<file path="src/rtl/prpg_pkg.sv">
package prpg_pkg;
  localparam int GEN_W  = 32;
  localparam int CODE_W = 4;
  localparam int MAX_K  = (1 << CODE_W) - 1;

  // one step of the generator: shift left, XOR feedback from taps 31,21,1,0
  function automatic logic [GEN_W-1:0] gen_step(input logic [GEN_W-1:0] s);
    logic fb;
    fb = s[31] ^ s[21] ^ s[1] ^ s[0];
    return {s[GEN_W-2:0], fb};
  endfunction

  // weighted enable: AND of the top k generator bits, 1 when k is 0
  function automatic logic weight_bit(input logic [GEN_W-1:0] s,
                                      input logic [CODE_W-1:0] k);
    logic acc;
    acc = 1'b1;
    for (int j = 0; j < MAX_K; j++) begin
      if (j < int'(k)) acc = acc & s[GEN_W-1-j];
    end
    return acc;
  endfunction

  // length loaded into the phase counter when an interval ends
  function automatic logic [CODE_W-1:0] next_len(input logic cur_toggle,
                                                 input logic [CODE_W-1:0] tl,
                                                 input logic [CODE_W-1:0] hl);
    return cur_toggle ? hl : tl;
  endfunction
endpackage

</file>
<file path="src/rtl/prpg_gen.sv">
module prpg_gen
  import prpg_pkg::*;
#(
  parameter logic [GEN_W-1:0] SEED = 32'hACE1_2468
) (
  input  logic             clk,
  input  logic             rst_n,
  output logic [GEN_W-1:0] gen_state
);
  always_ff @(posedge clk or negedge rst_n) begin
    if (!rst_n) gen_state <= SEED;
    else        gen_state <= gen_step(gen_state);
  end

  p_gen_nonzero_r2: assert property (@(posedge clk) disable iff (!rst_n)
    gen_state != '0);

  p_gen_moves_r2: assert property (@(posedge clk) disable iff (!rst_n)
    1'b1 |=> gen_state[GEN_W-1:1] == $past(gen_state[GEN_W-2:0]));
endmodule

</file>
<file path="src/rtl/prpg_ctrl_load.sv">
module prpg_ctrl_load #(
  parameter int N_CHAINS = 8
) (
  input  logic                clk,
  input  logic                rst_n,
  input  logic                shift_go,
  input  logic                pat_start,
  input  logic                wbit,
  output logic [N_CHAINS-1:0] staged,
  output logic [N_CHAINS-1:0] ctrl
);
  always_ff @(posedge clk or negedge rst_n) begin
    if (!rst_n) begin
      staged <= '0;
      ctrl   <= '0;
    end else begin
      if (pat_start) ctrl <= staged;
      if (shift_go)  staged <= {staged[N_CHAINS-2:0], wbit};
    end
  end

  p_ctrl_reload_r5: assert property (@(posedge clk) disable iff (!rst_n)
    pat_start |=> ctrl == $past(staged));

  p_staged_hold_r5: assert property (@(posedge clk) disable iff (!rst_n)
    !shift_go |=> $stable(staged));

  p_ctrl_keep_r5: assert property (@(posedge clk) disable iff (!rst_n)
    !pat_start |=> $stable(ctrl));
endmodule

</file>
<file path="src/rtl/prpg_phase.sv">
module prpg_phase
  import prpg_pkg::*;
#(
  parameter int DUR_W = 4
) (
  input  logic             clk,
  input  logic             rst_n,
  input  logic             shift_go,
  input  logic             pat_start,
  input  logic [DUR_W-1:0] toggle_len,
  input  logic [DUR_W-1:0] hold_len,
  output logic             phase_t,
  output logic             phase_on,
  output logic             expire
);
  logic [DUR_W-1:0] cnt;
  logic             no_hold;

  assign no_hold  = (hold_len == '0);
  assign phase_on = phase_t | no_hold;
  assign expire   = shift_go && (cnt == '0);

  always_ff @(posedge clk or negedge rst_n) begin
    if (!rst_n) begin
      phase_t <= 1'b1;
      cnt     <= '0;
    end else if (pat_start) begin
      phase_t <= 1'b1;
      cnt     <= toggle_len;
    end else if (expire) begin
      phase_t <= ~phase_t;
      cnt     <= next_len(phase_t, toggle_len, hold_len);
    end else if (shift_go) begin
      cnt <= cnt - 1'b1;
    end
  end

  p_phase_flip_r8: assert property (@(posedge clk) disable iff (!rst_n)
    expire |=> phase_t != $past(phase_t));

  p_phase_start_r5: assert property (@(posedge clk) disable iff (!rst_n)
    pat_start |=> phase_t && cnt == $past(toggle_len));

  p_phase_idle_r10: assert property (@(posedge clk) disable iff (!rst_n)
    (!shift_go && !pat_start) |=> $stable(phase_t) && $stable(cnt));

  p_no_hold_r9: assert property (@(posedge clk) disable iff (!rst_n)
    (hold_len == '0) |-> phase_on);
endmodule

</file>
<file path="src/rtl/lp_toggle_prpg.sv">
module lp_toggle_prpg
  import prpg_pkg::*;
#(
  parameter int                N_CHAINS = 8,
  parameter int                DUR_W    = 4,
  parameter logic [GEN_W-1:0] SEED     = 32'hACE1_2468
) (
  input  logic                clk,
  input  logic                rst_n,
  input  logic                pat_start,
  input  logic                shift_en,
  input  logic [CODE_W-1:0]   sw_code,
  input  logic [DUR_W-1:0]    toggle_len,
  input  logic [DUR_W-1:0]    hold_len,
  output logic [N_CHAINS-1:0] chain_out
);
  logic [GEN_W-1:0]    gen_state;
  logic [N_CHAINS-1:0] staged;
  logic [N_CHAINS-1:0] ctrl;
  logic                shift_go;
  logic                lp_off;
  logic                wbit;
  logic                phase_t;
  logic                phase_on;
  logic                expire;
  logic [N_CHAINS-1:0] load_en;

  assign shift_go = shift_en & ~pat_start;
  assign lp_off   = (sw_code == '0);
  assign wbit     = weight_bit(gen_state, sw_code);

  prpg_gen #(.SEED(SEED)) u_gen (
    .clk(clk), .rst_n(rst_n), .gen_state(gen_state)
  );

  prpg_ctrl_load #(.N_CHAINS(N_CHAINS)) u_ctrl (
    .clk(clk), .rst_n(rst_n), .shift_go(shift_go), .pat_start(pat_start),
    .wbit(wbit), .staged(staged), .ctrl(ctrl)
  );

  prpg_phase #(.DUR_W(DUR_W)) u_phase (
    .clk(clk), .rst_n(rst_n), .shift_go(shift_go), .pat_start(pat_start),
    .toggle_len(toggle_len), .hold_len(hold_len),
    .phase_t(phase_t), .phase_on(phase_on), .expire(expire)
  );

  // per-chain hold registers
  for (genvar i = 0; i < N_CHAINS; i++) begin : g_chain
    assign load_en[i] = shift_go & (lp_off | (phase_on & ctrl[i]));
    always_ff @(posedge clk or negedge rst_n) begin
      if (!rst_n)          chain_out[i] <= 1'b0;
      else if (load_en[i]) chain_out[i] <= gen_state[i];
    end
  end

  p_lp_off_r3: assert property (@(posedge clk) disable iff (!rst_n)
    (shift_go && lp_off) |=> chain_out == $past(gen_state[N_CHAINS-1:0]));

  p_masked_r6: assert property (@(posedge clk) disable iff (!rst_n)
    (shift_go && !lp_off) |=>
      ((chain_out ^ $past(chain_out)) & ~$past(ctrl)) == '0);

  p_hold_r7: assert property (@(posedge clk) disable iff (!rst_n)
    (shift_go && !lp_off && !phase_t && hold_len != '0) |=> $stable(chain_out));

  p_start_wins_r5: assert property (@(posedge clk) disable iff (!rst_n)
    pat_start |=> $stable(chain_out));

  p_idle_r10: assert property (@(posedge clk) disable iff (!rst_n)
    !shift_en |=> $stable(chain_out));
endmodule

</file>
<file path="config.mk">
export PLATFORM = sky130hd
export DESIGN_NAME = lp_toggle_prpg
export DESIGN_NICKNAME = d
export VERILOG_FILES = /design/src/rtl/prpg_pkg.sv /design/src/rtl/prpg_gen.sv /design/src/rtl/prpg_ctrl_load.sv /design/src/rtl/prpg_phase.sv /design/src/rtl/lp_toggle_prpg.sv
export SDC_FILE = /design/constraint.sdc
export NUM_CORES = 1
export LEC_CHECK = 0
export ABC_AREA = 1
export BUFFER_PORTS_ARGS = -buffer_cell sky130_fd_sc_hd__buf_2
export CORE_ASPECT_RATIO = 1.4
export CORE_UTILIZATION = 60
export CTS_BUF_LIST = sky130_fd_sc_hd__clkbuf_4 sky130_fd_sc_hd__clkbuf_8
export CTS_CLUSTER_SIZE = 8
export DETAILED_ROUTE_END_ITERATION = 16
export GPL_ROUTABILITY_DRIVEN = 0
export GPL_TIMING_DRIVEN = 0
export PLACE_DENSITY_LB_ADDON = 0.05
export SYNTH_ARGS = -nofsm -noshare
export SYNTH_HDL_FRONTEND = slang
export SYNTH_SLANG_ARGS = --single-unit
</file>
<file path="constraint.sdc">
create_clock -name clk -period 1.45 [get_ports clk]
set_input_delay 0.3625 -clock clk [delete_from_list [all_inputs] [get_ports clk]]
set_output_delay 0.3625 -clock clk [all_outputs]
set_load 0.05 [all_outputs]
</file>
* Yosys cells after proc, flatten, opt, wreduce, memory -nomap -nowiden
Index checks and enable logic that the tools add are counted.
** Word-level totals
- Register bits after elaboration :: 61
- Latch bits :: 0
- Bits in writable memories :: 0
- Bits in read-only memories :: 0
- Bits of input ports :: 16
- Output and inout port bits :: 8
- Memories kept :: 0
** Operators by class
- $add $sub $neg :: 1
- Multiply operators :: 0
- Divide/modulo/power cells :: 0
- Order comparisons :: 15
- Equality and inequality tests :: 0
- Shifts and indexed selects :: 0
- Muxes and demuxes :: 21
- Bitwise gates (word level) :: 45
- Reductions and logical operators :: 6
** Operators with widths (number)
- 1-bit bitwise AND :: 31
- 4-bit less-than comparator, first input constant :: 7
- 1-bit two-way mux :: 17
- 3-bit by 4-bit less-than comparator with 1-bit output, first input constant :: 4
- 4-bit two-way mux :: 4
- 4-bit logical NOT :: 3
- 1-bit bitwise OR :: 9
- 1-bit by 4-bit less-than comparator with 1-bit output, first input constant :: 2
- 2-bit by 4-bit less-than comparator with 1-bit output, first input constant :: 2
- 4-bit by 1-bit subtractor with 4-bit output, second input constant :: 1
- 3-bit nonzero test :: 1
- 1-bit XOR :: 3
- 1-bit inverter :: 2
- 2-bit nonzero test :: 1
- 1-bit logical AND :: 1

* Longest topological paths before layout
Gate-level depths: netlist of the first run.
- Depth in word-level cells :: 30
- Mapped depth :: 10
- Depth with buffers taken out :: 10

* Cells and area by module
A second synthesis of the first run with hierarchy kept.
** Unflattened totals
- Cell total of the unflattened synthesis :: 307
- Area total of the unflattened synthesis :: 2595.0 um^2
** Modules (own cells, without submodules)
- prpg_gen :: times used 1, cells an instance 49, area each 888.4 um^2, seq. area each 817.0 um^2
- lp_toggle_prpg :: times used 1, cells an instance 119, area each 665.6 um^2, seq. area each 200.2 um^2
- prpg_ctrl_load :: times used 1, cells an instance 68, area each 610.6 um^2, seq. area each 400.4 um^2
- prpg_phase :: times used 1, cells an instance 71, area each 430.4 um^2, seq. area each 126.4 um^2

* Least setup slack after synthesis of the first run
OpenSTA, ideal clock, no wires.
- Path kind :: register to register
- From :: register u_phase.cnt[0]
- To :: register u_phase.cnt[3]
- Data arrival time :: 1.164 ns
- Required time :: 1.329 ns
- Slack :: 0.165 ns
- Cell stages (with the launch flop) :: 10
- Buffers on the path :: 0
- Cell sequence :: dfrtp_1 -> inv_1 -> ha_1 -> nand2_1 -> nor2_2 -> nand2_1 -> inv_2 -> nand3_1 -> nand3_1 -> nand2_1
** Between the ends
- Word-level cells in the longest chain between the ends :: 4
** RTL lines
- start: declaration :: line prpg_phase.sv:16 : logic [DUR_W-1:0] cnt;
- start signal: assignment :: line prpg_phase.sv:29 : cnt <= toggle_len;
- start signal: assignment :: line prpg_phase.sv:32 : cnt <= next_len(phase_t, toggle_len, hold_len);
- start signal: assignment :: line prpg_phase.sv:34 : cnt <= cnt - 1'b1;
- 4-bit by 1-bit subtractor with 4-bit output / 4-bit logical NOT (equally long branches) :: line prpg_phase.sv:34, prpg_phase.sv:21
- 4-bit two-way mux / 1-bit logical AND (equally long branches) :: line prpg_phase.sv:33, prpg_phase.sv:21
- 4-bit two-way mux :: line prpg_phase.sv:30 : end else if (expire) begin
- 4-bit two-way mux :: line prpg_phase.sv:27 : end else if (pat_start) begin
Several ways; a longest one is shown, not always the timed one. The select of a mux whose other input is x is not followed.
A chain may end at the register's enable or synchronous reset.

* Worst setup path after layout of the first run
Ends and elaborated chain as after synthesis.

==> impl_metrics.env, run 1 <==
export IMPL_status="completed"
export IMPL_rows=27
export IMPL_cts_buffer_depth=2
export IMPL_area_growth_pct=15.55
export IMPL_dr_total_vias=1793
export IMPL_place_port_buffers=23
export IMPL_synth_cell_types=26
export IMPL_grt_usage=0.2537
export IMPL_antenna_found_initial=0
export IMPL_crit_reg2reg_capture="u_phase.cnt[3]"
export IMPL_switchingPower_mw=0.8380
export IMPL_antenna_cells=0
export IMPL_worstHoldPathType="in2async"
export IMPL_fmax_mhz=728.1
export IMPL_synth_top_family_by_area="simple AND/OR/NAND/NOR gates"
export IMPL_r2r_start="u_phase.cnt[0]"
export IMPL_die_w_um=56.32
export IMPL_synth_xor_area_frac=0.01060
export IMPL_overflow=0
export IMPL_synthFlopType="dfrtp_1"
export IMPL_combPwrFrac=0.079
export IMPL_swShare=0.2488
export IMPL_drcViolationCount=0
export IMPL_crit_path_max_incr_delay_ns=0.40
export IMPL_arrival_ns=1.59
export IMPL_worst_setup_path_end_kind="flop"
export IMPL_path_depth=9
export IMPL_synthSimpleGateAreaFrac=0.2428
export IMPL_coreArea_um2=3953
export IMPL_ios=24
export IMPL_skew_ns=0.006130
export IMPL_worstSetupStartpointType="flop"
export IMPL_min_period_ns=1.373
export IMPL_cts_made_buffers=9
export IMPL_max_cap_viol_count=0
export IMPL_pwr_share_seq=0.519
export IMPL_critPathCapture="u_phase.cnt[3]"
export IMPL_place_hpwl_mm=3.135
export IMPL_hold_viol_final=0
export IMPL_relSlewSlack=0.5139
export IMPL_synthTopCellsByCount="107 x nand2_1, 47 x dfrtp_1, 20 x inv_1"
export IMPL_path_delay_family="simple AND/OR/NAND/NOR gates"
export IMPL_setup_viol=0
export IMPL_startpoint="u_phase.cnt[0]"
export IMPL_clock_latency_ns=0.33
export IMPL_htreeDepth=3
export IMPL_slowest_stage="dfrtp_1"
export IMPL_synth_adder_area_share=0.005048
export IMPL_vias_per_cell=5.167
export IMPL_synth_area_leader_cell="dfrtp_1"
export IMPL_internal_power_mw=2.530
export IMPL_synth_warnings=0
export IMPL_r2r_slack_ns=0.08
export IMPL_stdcell_count=347
export IMPL_tightest_slew_ns=0.7291
export IMPL_first_global_vias=1821
export IMPL_dieArea_um2=4396
export IMPL_wl_mm=4.703
export IMPL_power_density_nw_per_um2=1176
export IMPL_total_leakage_power_nw=1.506
export IMPL_ir_drop_mv=1.090
export IMPL_cts_sinks=61
export IMPL_routedWlPerCell_um=13.55
export IMPL_cts_tree="built"
export IMPL_drv_slew=0
export IMPL_seq_area_frac_synth=0.6229
export IMPL_ys_top_cells_by_area="dfrtp_1 47%, nand2_1 16%, dfstp_2 15%, inv_1 3.0%, nand3_1 2.8%"
export IMPL_min_period_over_period=0.9472
export IMPL_dp_cells=329
export IMPL_die_h_um=78.05
export IMPL_grt_pass1_wl_mm=8.273
export IMPL_dr_pass1_iters=4
export IMPL_critPathRequiredTime_ns=1.66
export IMPL_grt_start_max_net_pins=62
export IMPL_crit_buf_inv=2
export IMPL_clkTransAtPathRegs_ns=0.07
export IMPL_fin_nets=316
export IMPL_netlist_instances=263
export IMPL_reg2reg_depth=9
export IMPL_synth_edf_count=0
export IMPL_synth_seq_cells=61
export IMPL_avgSynthCellArea_um2=9.424
export IMPL_hold_worst_slack_ns=0.08906
export IMPL_crit_fanout=3
export IMPL_syn_nets=280
export IMPL_worstSetupPathType="reg2reg"
export IMPL_synth_mux_area_frac=0
export IMPL_start_util=0.6271
export IMPL_p_clk_frac=0.402
export IMPL_drtIter0Drc=82
export IMPL_synth_top_area_frac=0.4745
export IMPL_yosys_cell_count_top_type="nand2_1"
export IMPL_layout_drive_gt1_share=0.2664
export IMPL_cts_root_buf="clkbuf_8"
export IMPL_drtAntennaViolNets=0
export IMPL_async_flop_share=1.000
export IMPL_cp_cell_sequence="inv_1 > ha_2 > nand2_2 > nor2_4 > nand2_2 > inv_2 > nand3_1 > nand3_1 > nand2_1"
export IMPL_synth_compound_area_frac=0.06562
export IMPL_synth_area_um2=2479
## cells in the final DEF, fill, tap and decap left out, drive strengths merged
cell type / Yosys / layout
a21oi: 6 / 6
a22oi: 3 / 3
buf: 5 / 30
clkbuf: 0 / 11
clkinv: 0 / 1
clkinvlp: 0 / 4
dfrtp: 47 / 47
dfstp: 14 / 14
ha: 1 / 1
inv: 26 / 26
nand2: 110 / 110
nand3: 14 / 14
nand3b: 1 / 1
nor2: 16 / 16
o21ai: 15 / 15
o311ai: 2 / 2
xnor2: 2 / 2
xor2: 1 / 1
## state kept, by name, indices dropped and copies added (netlist names)
signal and flops:
u_ctrl.ctrl 8, u_gen.gen_state 32, u_phase.phase_t 1, u_ctrl.staged 8, chain_out 8, u_phase.cnt 4
## metal layers
metal / global-route usage / routed length (µm) / vias up
met4: 0.1171 / 90 / 0
met3: 0.07908 / 144 / 10
met5: 0 / 0 / -
met2: 0.4036 / 2484 / 31
li1: - / - / 891
met1: 0.3179 / 1984 / 861
## timing repair
| item | CTS | global route |
|---|---|---|
| gates resized for setup | 1 | 3 |
| hold buffers | 0 | 0 |
| pin swaps | 0 | 1 |
| setup endpoints to repair | 1 | 3 |
| buffers inserted | 0 | 2 |
## how the worst min path moves through the flow
stage | start | endpoint | depth (start not counted) | slack [ns]
global route | rst_n | u_gen.gen_state[12] | 1 | 0.14
detailed placement | u_gen.gen_state[11] | u_gen.gen_state[12] | 0 | 0.34
floorplan | rst_n | chain_out[0] | 0 | 0.07
finish | rst_n | u_gen.gen_state[14] | 1 | 0.09
CTS | toggle_len[0] | u_phase.cnt[0] | 3 | 0.28
global placement | u_gen.gen_state[12] | u_gen.gen_state[13] | 0 | 0.34
## cell type report
class,instances,area [µm²]
Timing Repair Buffer,25,132.6
Fill cell,296,1089
Multi-Input combinational cell,171,815.8
Sequential cell,61,1544
Buffer,5,33.78
Inverter,26,97.59
Clock inverter,5,35.03
Clock buffer,11,151.4
Tap cell,43,53.80
## cell families after synthesis
logic type               Yosys count
AO/OA/AOI/OAI                     26
XOR/XNOR                           3
adder cells (fa/ha/maj)            1
buffers and inverters             31
flip-flops                        61
AND/OR/NAND/NOR                  141
## through the flow
step	util	setup WS, ns	power (mW)	setup TNS, ns	instance area [µm²]
6_report	0.7246	0.07660	3.368	0	2864
5_1_grt	0.7246	-0.02750	3.522	-0.02750	2864
4_1_cts	0.7183	0.04100	3.397	0	2839
3_5_place_dp	0.6698	-0.08102	2.021	-3.693	2648
3_3_place_gp	0.6698	-0.08723	2.017	-3.972	2648
2_1_floorplan	-	0.1648	1.918	0	2479
## power groups by stage
stage          Sequential (mW)  Combinational [mW]  Clock (mW)
2_1_floorplan             1.77               0.146           0
3_5_place_dp              1.78               0.246           0
4_1_cts                   1.75               0.250        1.40
6_report                  1.75               0.266        1.35
3_3_place_gp              1.77               0.243           0
5_1_grt                   1.75               0.306        1.47
## worst register-to-register path: cells and delay by family (launching register included)
family,cells,cell delay [ns]
flip-flops,1,0.40
buffers and inverters,2,0.17
AND/OR/NAND/NOR,6,0.50
adder cells (fa/ha/maj),1,0.20
Note: power is estimated with default switching activity, not from simulation.
==> run 2, diff against run 1 <==
CORE_UTILIZATION = 40   (was 60)
CTS_BUF_LIST = default   (was sky130_fd_sc_hd__clkbuf_4 sky130_fd_sc_hd__clkbuf_8)
==> run 2 against run 1 <==
Compared with the run above: via count down 2.7%; sequential share of layout area down 1.1 points; combinational power about the same; routed wire length up 0.94%; core utilization down 23 points; largest power group unchanged; non-clock buffer count up 1; clock power up 16%; critical endpoint unchanged; count of clock-buffer cells in the layout up 2; power up 6.1%; worst hold slack better by 0.0011 ns; flip-flop and latch count unchanged; register-to-register slack better by 0.03 ns; critical path type unchanged; highest routed layer unchanged.
==> impl_metrics.env, run 2 (synthesized netlist as in run 1, its figures left out) <==
export IMPL_status="completed"
export IMPL_r2r_slack_ns=0.11
export IMPL_area_growth_pct=18.02
export IMPL_multi_input_area_um2=810.8
export IMPL_critPathRequiredTime_ns=1.67
export IMPL_max_cap_viol_count=0
export IMPL_fill_cells=573
export IMPL_crit_reg2reg_capture="u_phase.cnt[3]"
export IMPL_drcViolationCount=0
export IMPL_dieArea_um2=6520
export IMPL_crit_fanout=3
export IMPL_arrival_ns=1.56
export IMPL_rows=33
export IMPL_wl_mm=4.747
export IMPL_clock_latency_ns=0.33
export IMPL_skew_ns=0.004162
export IMPL_fmax_mhz=744.8
export IMPL_min_period_over_period=0.9260
export IMPL_cts_root_buf="clkbuf_8"
export IMPL_cts_tree="built"
export IMPL_drv_slew=0
export IMPL_final_common_cell="nand2_1"
export IMPL_rsz0062_at_grt="no"
export IMPL_worstSetupPathType="reg2reg"
export IMPL_ios=24
export IMPL_dp_cells=356
export IMPL_relSlewSlack=0.4976
export IMPL_die_w_um=68.53
export IMPL_place_port_buffers=23
export IMPL_total_leakage_power_nw=1.535
export IMPL_r2r_start="u_phase.cnt[1]"
export IMPL_postCtsHoldBufs=0
export IMPL_hold_worst_slack_ns=0.09021
export IMPL_stdcell_count=375
export IMPL_tightest_slew_ns=0.7536
export IMPL_drtAntennaViolNets=0
export IMPL_worstSetupStartpointType="flop"
export IMPL_clkTransAtPathRegs_ns=0.06
export IMPL_drtIter0Drc=104
export IMPL_top_register="u_gen.gen_state"
export IMPL_largest_register_ffs=32
export IMPL_ir_drop_mv=0.4497
export IMPL_cts_made_buffers=9
export IMPL_antenna_found_initial=0
export IMPL_dr_total_vias=1744
export IMPL_layout_drive_gt1_share=0.2590
export IMPL_grt_usage=0.1747
export IMPL_power_density_nw_per_um2=1222
export IMPL_start_util=0.4198
export IMPL_grt_pass1_wl_mm=7.983
export IMPL_antenna_cells=0
export IMPL_cts_buffer_depth=2
export IMPL_seqCellArea_um2=1544
export IMPL_hold_viol_final=0
export IMPL_cts_sinks=61
export IMPL_grt_start_max_net_pins=62
export IMPL_setup_viol=0
export IMPL_coreArea_um2=5904
export IMPL_worst_setup_path_end_kind="flop"
export IMPL_worstHoldPathType="in2async"
export IMPL_fin_nets=317
export IMPL_vias_per_cell=4.651
export IMPL_reg2reg_depth=9
export IMPL_htreeDepth=3
export IMPL_startpoint="u_phase.cnt[1]"
export IMPL_critPathCapture="u_phase.cnt[3]"
export IMPL_final_cell_mix="106 x nand2_1, 47 x dfrtp_1, 25 x buf_2"
export IMPL_dr_pass1_iters=4
export IMPL_place_hpwl_mm=3.255
export IMPL_die_h_um=95.14
export IMPL_min_period_ns=1.343
export IMPL_overflow=0
export IMPL_first_global_vias=1753
export IMPL_routedWlPerCell_um=12.66
==> run 2: changes by cell type in the layout (fill, tap and decap cells not counted), sizes merged <==
cell	delta
buf	+1
bufinv	+1
clkbuf	+2
clkinvlp	-3
==> run 2: timing repair <==
item,4_1_cts,5_1_grt
setup buffers,0,3
gates resized for setup,1,1
pin swaps,0,1
setup endpoints to repair,1,1
hold endpoints to repair,0,0
==> run 2: cell type report <==
cell class                 count  area share
clock inverter                 3     0.01454
buffer                         5     0.01155
multi-input combinational    171      0.2772
inverter                      26     0.03336
clock buffer                  13     0.05774
timing repair buffer          26     0.04790
sequential                    61      0.5278
tap                           70     0.02994
==> run 2: power by group <==
part / internal [mW] / total [mW] / switching, mW
Combinational: 0.0963 / 0.264 / 0.168
Clock: 0.932 / 1.57 / 0.633
Sequential: 1.73 / 1.75 / 0.0189
Total: 2.75 / 3.57 / 0.820
==> run 2: worst min path at each step <==
stage / endpoint / slack, ns / cells past startpoint
3_5_place_dp: u_gen.gen_state[12] / 0.34 / 0
3_3_place_gp: u_gen.gen_state[12] / 0.34 / 0
4_1_cts: u_phase.cnt[2] / 0.26 / 3
2_1_floorplan: chain_out[0] / 0.07 / 0
5_1_grt: u_gen.gen_state[14] / 0.17 / 1
6_report: u_gen.gen_state[14] / 0.09 / 1
==> run 2: stage by stage <==
step	setup WS, ns	cell area, µm²	util	TNS (ns)	total power, mW
final	0.1073	2925	0.4954	0	3.574
after global routing	0.01459	2925	0.4954	0	3.742
after CTS	0.02819	2898	0.4908	0	3.631
after detailed placement	-0.1370	2681	0.4541	-6.254	2.024
after global placement	-0.1738	2681	0.4541	-7.960	2.026
after floorplan	0.1648	2479	-	0	1.918
==> run 2: metal layers <==
layer  routed length, µm  GRT usage  vias up  share of wire
met5                   0          0        -              0
met2                2308     0.2819       26           0.49
met1                2168     0.2046      813           0.46
met4                 133     0.1146        0          0.028
li1                    -          -      895              -
met3                 136    0.03589       10          0.029
==> run 2: critical path, stage by stage (launching register included) <==
cell and delay [ns]:
dfrtp_1 0.36, inv_1 0.06, ha_1 0.19, nand2_1 0.13, nor2_4 0.06, buf_4 0.14, a21oi_1 0.09, o21ai_0 0.09
nand3_1 0.08, nand2_1 0.05
